===== src/rtl/pairiss_pkg.sv =====
package pairiss_pkg;

    localparam int INSN_W  = 32;
    localparam int OPC_W   = 6;
    localparam int REG_W   = 5;
    localparam int OPC_LSB = INSN_W - OPC_W;
    localparam int RA_LSB  = OPC_LSB - REG_W;
    localparam int RB_LSB  = RA_LSB - REG_W;
    localparam int NSLOT   = 2;

    typedef enum logic [2:0] {
        K_FPOP,
        K_RREG,
        K_LDINT,
        K_LDFP,
        K_STINT,
        K_STFP,
        K_BRANCH,
        K_IMM
    } insn_kind_e;

    // One register reference: present, register file (1 = FP), number.
    typedef struct packed {
        logic             vld;
        logic             fp;
        logic [REG_W-1:0] num;
    } reg_ref_t;

    typedef struct packed {
        insn_kind_e kind;
        reg_ref_t   src_a;
        reg_ref_t   src_b;
        reg_ref_t   ld_dst;
    } slot_dec_t;

    function automatic logic ref_match(reg_ref_t rd, reg_ref_t wr);
        return rd.vld && wr.vld && (rd.fp == wr.fp) && (rd.num == wr.num);
    endfunction

    function automatic logic reads_ref(slot_dec_t d, reg_ref_t wr);
        return ref_match(d.src_a, wr) || ref_match(d.src_b, wr);
    endfunction

endpackage


===== src/rtl/pair_slot_decode.sv =====
module pair_slot_decode
    import pairiss_pkg::*;
#(
    parameter logic [OPC_W-1:0] OP_FPOP   = 6'h11,
    parameter logic [OPC_W-1:0] OP_RREG   = 6'h00,
    parameter logic [OPC_W-1:0] OP_LDINT  = 6'h23,
    parameter logic [OPC_W-1:0] OP_LDFP   = 6'h31,
    parameter logic [OPC_W-1:0] OP_STINT  = 6'h2B,
    parameter logic [OPC_W-1:0] OP_STFP   = 6'h39,
    parameter logic [OPC_W-1:0] OP_BRANCH = 6'h04
) (
    input  logic [INSN_W-1:0] insn,
    input  logic              vld,
    output slot_dec_t         dec
);

    logic [OPC_W-1:0] opc;
    logic [REG_W-1:0] fa;
    logic [REG_W-1:0] fb;
    logic             unused_low;

    assign opc        = insn[OPC_LSB +: OPC_W];
    assign fa         = insn[RA_LSB +: REG_W];
    assign fb         = insn[RB_LSB +: REG_W];
    assign unused_low = ^insn[RB_LSB-1:0];

    always_comb begin
        dec        = '0;
        dec.kind   = K_IMM;
        dec.src_a  = '{1'b1, 1'b0, fa};
        dec.src_b  = '0;
        dec.ld_dst = '0;
        if (opc == OP_FPOP) begin
            dec.kind  = K_FPOP;
            dec.src_a = '{1'b1, 1'b1, fa};
            dec.src_b = '{1'b1, 1'b1, fb};
        end else if (opc == OP_RREG) begin
            dec.kind  = K_RREG;
            dec.src_b = '{1'b1, 1'b0, fb};
        end else if (opc == OP_LDINT) begin
            dec.kind   = K_LDINT;
            dec.ld_dst = '{(fb != '0), 1'b0, fb};
        end else if (opc == OP_LDFP) begin
            dec.kind   = K_LDFP;
            dec.ld_dst = '{1'b1, 1'b1, fb};
        end else if (opc == OP_STINT) begin
            dec.kind  = K_STINT;
            dec.src_b = '{1'b1, 1'b0, fb};
        end else if (opc == OP_STFP) begin
            dec.kind  = K_STFP;
            dec.src_b = '{1'b1, 1'b1, fb};
        end else if (opc == OP_BRANCH) begin
            dec.kind = K_BRANCH;
        end
        if (!vld) begin
            dec.src_a.vld  = 1'b0;
            dec.src_b.vld  = 1'b0;
            dec.ld_dst.vld = 1'b0;
        end
    end

    always_comb begin
        if (vld && dec.ld_dst.vld && !dec.ld_dst.fp) begin
            AST_NO_R0_LOAD_TAG: assert (dec.ld_dst.num != '0);
        end
    end

endmodule


===== src/rtl/pair_hazard_chk.sv =====
module pair_hazard_chk
    import pairiss_pkg::*;
(
    input  slot_dec_t reader,
    input  reg_ref_t  writer,
    output logic      hit
);

    assign hit = reads_ref(reader, writer);

endmodule


===== src/rtl/pair_issue_ctrl.sv =====
module pair_issue_ctrl
    import pairiss_pkg::*;
(
    input  logic      clk,
    input  logic      rst,
    input  logic      l_vld,
    input  logic      r_vld,
    input  slot_dec_t l_dec,
    input  slot_dec_t r_dec,
    input  logic      l_haz_prev,
    input  logic      r_haz_prev,
    input  logic      r_haz_pair,
    output reg_ref_t  ld_q,
    output logic      issue_l,
    output logic      issue_r,
    output logic      hold,
    output logic      stall
);

    logic split_q;
    logic lv;
    logic rv;
    logic l_pend;
    logic pair_ok;
    logic r_front;

    always_comb begin
        lv      = l_vld && !rst;
        rv      = r_vld && !rst;
        l_pend  = lv && !split_q;
        issue_l = l_pend && !l_haz_prev;
        pair_ok = (l_dec.kind != K_FPOP) && (r_dec.kind == K_FPOP);
        r_front = split_q || !lv || (issue_l && pair_ok);
        issue_r = rv && r_front && !r_haz_prev && !(issue_l && r_haz_pair);
        hold    = (l_pend && !issue_l) || (rv && !issue_r);
        stall   = hold && !issue_l && !issue_r;
    end

    always_ff @(posedge clk) begin
        if (rst) begin
            split_q <= 1'b0;
            ld_q    <= '0;
        end else begin
            split_q <= hold && lv && (split_q || issue_l);
            if (issue_r && r_dec.ld_dst.vld) begin
                ld_q <= r_dec.ld_dst;
            end else if (issue_l) begin
                ld_q <= l_dec.ld_dst;
            end else begin
                ld_q <= '0;
            end
        end
    end

    AST_RIGHT_AFTER_LEFT: assert property (@(posedge clk) disable iff (rst)
        (issue_r && l_vld && !split_q) |-> issue_l);

    AST_LEFT_SLOT_VALID: assert property (@(posedge clk) disable iff (rst)
        issue_l |-> l_vld);

    AST_RIGHT_SLOT_VALID: assert property (@(posedge clk) disable iff (rst)
        issue_r |-> r_vld);

    AST_PAIR_KINDS: assert property (@(posedge clk) disable iff (rst)
        (issue_l && issue_r) |-> (l_dec.kind != K_FPOP && r_dec.kind == K_FPOP));

    AST_NO_LEFT_REISSUE: assert property (@(posedge clk) disable iff (rst)
        (issue_l && hold) |=> !issue_l);

    AST_HOLD_PENDING: assert property (@(posedge clk) disable iff (rst)
        (r_vld && !issue_r) |-> hold);

    AST_SAME_PACKET_LOAD: assert property (@(posedge clk) disable iff (rst)
        (issue_l && issue_r && l_dec.ld_dst.vld) |-> !reads_ref(r_dec, l_dec.ld_dst));

    AST_LOAD_DELAY_LEFT: assert property (@(posedge clk) disable iff (rst)
        (issue_l && $past(issue_l) && $past(l_dec.ld_dst.vld))
            |-> !reads_ref(l_dec, $past(l_dec.ld_dst)));

    AST_LOAD_DELAY_RIGHT: assert property (@(posedge clk) disable iff (rst)
        (issue_r && $past(issue_l) && $past(l_dec.ld_dst.vld))
            |-> !reads_ref(r_dec, $past(l_dec.ld_dst)));

    AST_RESET_QUIET: assert property (@(posedge clk)
        rst |-> (!issue_l && !issue_r && !hold));

endmodule


===== src/rtl/dual_pair_issue.sv =====
module dual_pair_issue
    import pairiss_pkg::*;
#(
    parameter logic [OPC_W-1:0] OP_FPOP   = 6'h11,
    parameter logic [OPC_W-1:0] OP_RREG   = 6'h00,
    parameter logic [OPC_W-1:0] OP_LDINT  = 6'h23,
    parameter logic [OPC_W-1:0] OP_LDFP   = 6'h31,
    parameter logic [OPC_W-1:0] OP_STINT  = 6'h2B,
    parameter logic [OPC_W-1:0] OP_STFP   = 6'h39,
    parameter logic [OPC_W-1:0] OP_BRANCH = 6'h04
) (
    input  logic              clk,
    input  logic              rst,
    input  logic [INSN_W-1:0] left_insn,
    input  logic              left_vld,
    input  logic [INSN_W-1:0] right_insn,
    input  logic              right_vld,
    output logic              issue_left,
    output logic              issue_right,
    output logic              stall,
    output logic              fetch_hold
);

    logic [INSN_W-1:0] slot_insn [NSLOT];
    logic              slot_vld  [NSLOT];
    slot_dec_t         slot_dec  [NSLOT];
    reg_ref_t          ld_q;
    logic              l_haz_prev;
    logic              r_haz_prev;
    logic              r_haz_pair;

    assign slot_insn[0] = left_insn;
    assign slot_insn[1] = right_insn;
    assign slot_vld[0]  = left_vld;
    assign slot_vld[1]  = right_vld;

    for (genvar s = 0; s < NSLOT; s++) begin : g_slot
        pair_slot_decode #(
            .OP_FPOP  (OP_FPOP),
            .OP_RREG  (OP_RREG),
            .OP_LDINT (OP_LDINT),
            .OP_LDFP  (OP_LDFP),
            .OP_STINT (OP_STINT),
            .OP_STFP  (OP_STFP),
            .OP_BRANCH(OP_BRANCH)
        ) i_dec (
            .insn(slot_insn[s]),
            .vld (slot_vld[s]),
            .dec (slot_dec[s])
        );
    end

    pair_hazard_chk i_haz_l_prev (
        .reader(slot_dec[0]),
        .writer(ld_q),
        .hit   (l_haz_prev)
    );

    pair_hazard_chk i_haz_r_prev (
        .reader(slot_dec[1]),
        .writer(ld_q),
        .hit   (r_haz_prev)
    );

    pair_hazard_chk i_haz_r_pair (
        .reader(slot_dec[1]),
        .writer(slot_dec[0].ld_dst),
        .hit   (r_haz_pair)
    );

    pair_issue_ctrl i_ctrl (
        .clk       (clk),
        .rst       (rst),
        .l_vld     (left_vld),
        .r_vld     (right_vld),
        .l_dec     (slot_dec[0]),
        .r_dec     (slot_dec[1]),
        .l_haz_prev(l_haz_prev),
        .r_haz_prev(r_haz_prev),
        .r_haz_pair(r_haz_pair),
        .ld_q      (ld_q),
        .issue_l   (issue_left),
        .issue_r   (issue_right),
        .hold      (fetch_hold),
        .stall     (stall)
    );

    AST_STALL_IMPLIES_HOLD: assert property (@(posedge clk) disable iff (rst)
        stall |-> (fetch_hold && !issue_left && !issue_right));

endmodule


===== config.mk =====
export PLATFORM = sky130hd
export DESIGN_NAME = dual_pair_issue
export DESIGN_NICKNAME = d
export VERILOG_FILES = /design/src/rtl/pairiss_pkg.sv /design/src/rtl/pair_slot_decode.sv /design/src/rtl/pair_hazard_chk.sv /design/src/rtl/pair_issue_ctrl.sv /design/src/rtl/dual_pair_issue.sv
export SDC_FILE = /design/constraint.sdc
export NUM_CORES = 1
export LEC_CHECK = 0
export BUFFER_PORTS_ARGS = -buffer_cell sky130_fd_sc_hd__buf_2
export CORE_MARGIN = 5
export CORE_UTILIZATION = 45
export CTS_CLUSTER_DIAMETER = 60
export DETAILED_ROUTE_END_ITERATION = 16
export PLACE_DENSITY = 0.89
export SLEW_MARGIN = 20
export SYNTH_ARGS = -nofsm -noshare
export SYNTH_HDL_FRONTEND = slang
export SYNTH_SLANG_ARGS = --single-unit

===== constraint.sdc =====
create_clock -name clk -period 3.7 [get_ports clk]
set_input_delay 0.185 -clock clk [delete_from_list [all_inputs] [get_ports clk]]
set_output_delay 0.185 -clock clk [all_outputs]
set_load 0.01 [all_outputs]

==> summary.md <==
| Metric | Value |
|---|---|
| Outcome | completed |
| Crit Path Max Fanout | 5 |
| Final setup fails | 0 |
| Max Freq | between 300 and 400 MHz |
| Die Wd | just over 60 um |
| Diodes inserted | 0 |
| Crit path DAT | approximately 2.4 ns |
| Most common cell after layout, fill and taps aside | buf_2 |
| Setup TNS | 0 ns |
| Prevailing post-synth register cell | dfxtp_1 |
| 1st-iter DRT viols | between 100 and 150 |
| # H-tree levels | 1 |
| Global route overflow | 0 |
| Post-synthesis cell type count | 53 |
| CP required | 3.51 ns |
| Minimum clock period | 2.58 ns |
| Worst-skew pair later-pin latency | ~0.26 ns |
| Gpl congestion | 0.816 |
| Seq cells post-synth | 8 |
| Hold path depth | 3 |
| CTS root buf | clkbuf_4 |
| Routed WL | approximately 3200 um |
| Met3 Use GR | 2.07% |
| Gr usage total | between 10% and 20% |
| Synth top area cells | dfxtp_1, xnor2_1, xor2_1, xnor2_2, a22o_1 |
| Buffers on Ports | 39 |
| Setup Skew | ~0.0024 ns |
| Post-synth EDFFs | 0 |
| Routed length per instance | 15.2 um |
| IO Count | just over 70 |
| Fraction of registers with async set/reset | 0% |
| Final Non-Filler Cells | 210 |
| # nets final | 250 |
| Fin. max-slew vios | 0 |
| Post-DP HPWL | between 2000 and 3000 um |
| Worst Path Class, Setup | reg2out |
| Post-synth top area share | a little over an eighth |
| Slew HR | 71.5% |
| Mapped Cells | roughly 140 |
| # resized after CTS | 0 |
| WHS Endpoint | i_ctrl.split_q |
| Num CTS Buffers | 3 |
| CTS tree | built |
| Yosys top cell by area | dfxtp_1 |
| GR Util met1 | 24.5% |
| Sequential share of the synthesized area | 13.2% |
| Worst-margin pin slew | between 0.4 and 0.5 ns |
| Critical path cell sequence | xnor2_1, nand4_1, or4_4, o32ai_2, o22a_4, o31ai_2, and2_1, buf_2 |
| Hold Buf Count CTS | 0 |
| # DRC | 0 |
| Met2 Use GR | about 32% |
| Period utilisation layout | slightly below 70% |
| Vias per cell | a little under 6 |
| Reg2Reg Depth | 7 |
| First-pass GRT wire length | 5380 um |
| Power Total | 0.257 mW |
| Layout cells sized above 1 | 35.0% |
| Worst Setup End Kind | output port |
| Area growth, synth to finish | 17.7% |
| Detailed-route via count | approximately 1200 |
| Row cnt | 18 |
| GRT Max-Usage Layer | met2 |
| Placed Cells | 207 |
| Detailed Routing Iterations Pass 1 | 4 |
| Setup Buffers After CTS | 0 |
| R2r setup slk | approximately 1.6 ns |
| Min-delay worst type | in2reg |
| Pwr/cell area | between 150 and 200 nW/um^2 |
| Synth warn | 0 |
| Die area | 3850 um^2 |
| Most frequent cells in the layout | buf_2, xnor2_1, xor2_1 |
| Hold Vio Cnt, Final | 0 |
| Clk sink count | 8 |
| Core Region | ~2500 um^2 |
| Static leakage | 0.535 nW |
| Synth Cell Area | between 1000 and 1500 um^2 |
| Layout Utilization | a little under three fifths |
| HP Start | left_vld |
| MaxCap Viol Count | 0 |
| Critical R2R Launch | i_ctrl.ld_q[1] |
| Largest net degree at the start of global routing | 9 |
| Worst setup SP type | flip-flop |
| Initial core utilization | between 40% and 50% |
| Die Y | 62.0 um |
| Vias in the first global route | roughly 1200 |
| Critical R2R Capture | i_ctrl.ld_q[0] |
| Antenna violations before repair | 0 |
| CP max stage cell | or4_4 |
| Syn nets | 211 |
| Max clock buf depth | 2 |
| Worst vdd ir | 0.168 mV |
| Hold slack final | about 0.20 ns |
| CP peak stage delay | roughly 0.5 ns |
| Clock slew at reported path FFs | around 0.06 ns |
| Syn_area_per_cell | roughly 8.5 um^2 |
| Post-route ant nets | 0 |
| Unrepaired setup endpoints after global routing | false |
## state kept, by name (all words and copies together) (netlist names)
name and cells:
i_ctrl.ld_q 7, i_ctrl.split_q 1
## report_power, final
part	internal, mW	switching (mW)
clock	0.0375	0.0354
combinational	0.0430	0.0529
sequential	0.0869	0.000953
total	0.167	0.0893
## worst max path at each step
stage / startpoint / endpoint / slack, ns / cells after the start
floorplan: i_ctrl.ld_q[0] / issue_right / 1.62 / 8
global placement: i_ctrl.ld_q[4] / issue_right / 1.41 / 8
detailed placement: i_ctrl.ld_q[1] / issue_right / 1.39 / 8
CTS: i_ctrl.ld_q[1] / issue_right / 1.11 / 8
global route: i_ctrl.ld_q[4] / issue_right / 0.96 / 8
finish: i_ctrl.ld_q[1] / issue_right / 1.12 / 8
## metrics by stage
stage / worst slack, ns / area [um^2]
2_1_floorplan: 1.62 / 1220
3_3_place_gp: 1.41 / 1410
3_5_place_dp: 1.39 / 1410
4_1_cts: 1.11 / 1430
5_1_grt: 0.956 / 1430
6_report: 1.12 / 1430
## metal layers
metal / routed length, um / up-vias
li1: - / 614
met1: 1410 / 577
met2: 1580 / 40
met3: 173 / 5
met4: 34 / 0
met5: 0 / -
## worst max-delay path: cells and delay by family (launching register included)
kind / cells / cell delay [ns]
and+or+nand+nor: 3 / 0.77
AOI/OAI and AO/OA: 3 / 0.60
DFF: 1 / 0.46
xor gates and xnor gates: 1 / 0.17
buffers and inverters: 1 / 0.13
## cell usage after synthesis, drive strengths merged, types with 2 or more instances
library cell	count
nor4	7
dfxtp	8
buf	4
xor2	10
nand3	4
or3	2
and4b	2
nor3	7
inv	5
nor2b	3
a211oi	2
and2b	2
nand2b	3
a21oi	4
a22o	5
o211ai	2
or4	4
nor2	6
nand4	6
xnor2	21
nand2	8
o21ai	5
a31oi	2
and2	2
nand3b	2
## logic make-up (layout without fill, tap and decap cells)
family                 after synthesis  in the layout  share of synthesized area [%]
AND/OR/NAND/NOR                     63             63                           34.8
AO/OA/AOI/OAI                       30             30                           22.2
XOR/XNOR                            31             31                           24.2
buffers and inverters               10             47                           4.83
multiplexers                         1              1                          0.822
flip-flops                           8              8                           13.2
## cell type report
type	instances	area (um^2)
Tap cell	30	37.5
Inverter	5	18.8
Timing Repair Buffer	39	195
Clock buffer	3	22.5
Sequential cell	8	160
Multi-Input combinational cell	125	998
Fill cell	251	1090
Power figures use the tool's default switching activity.
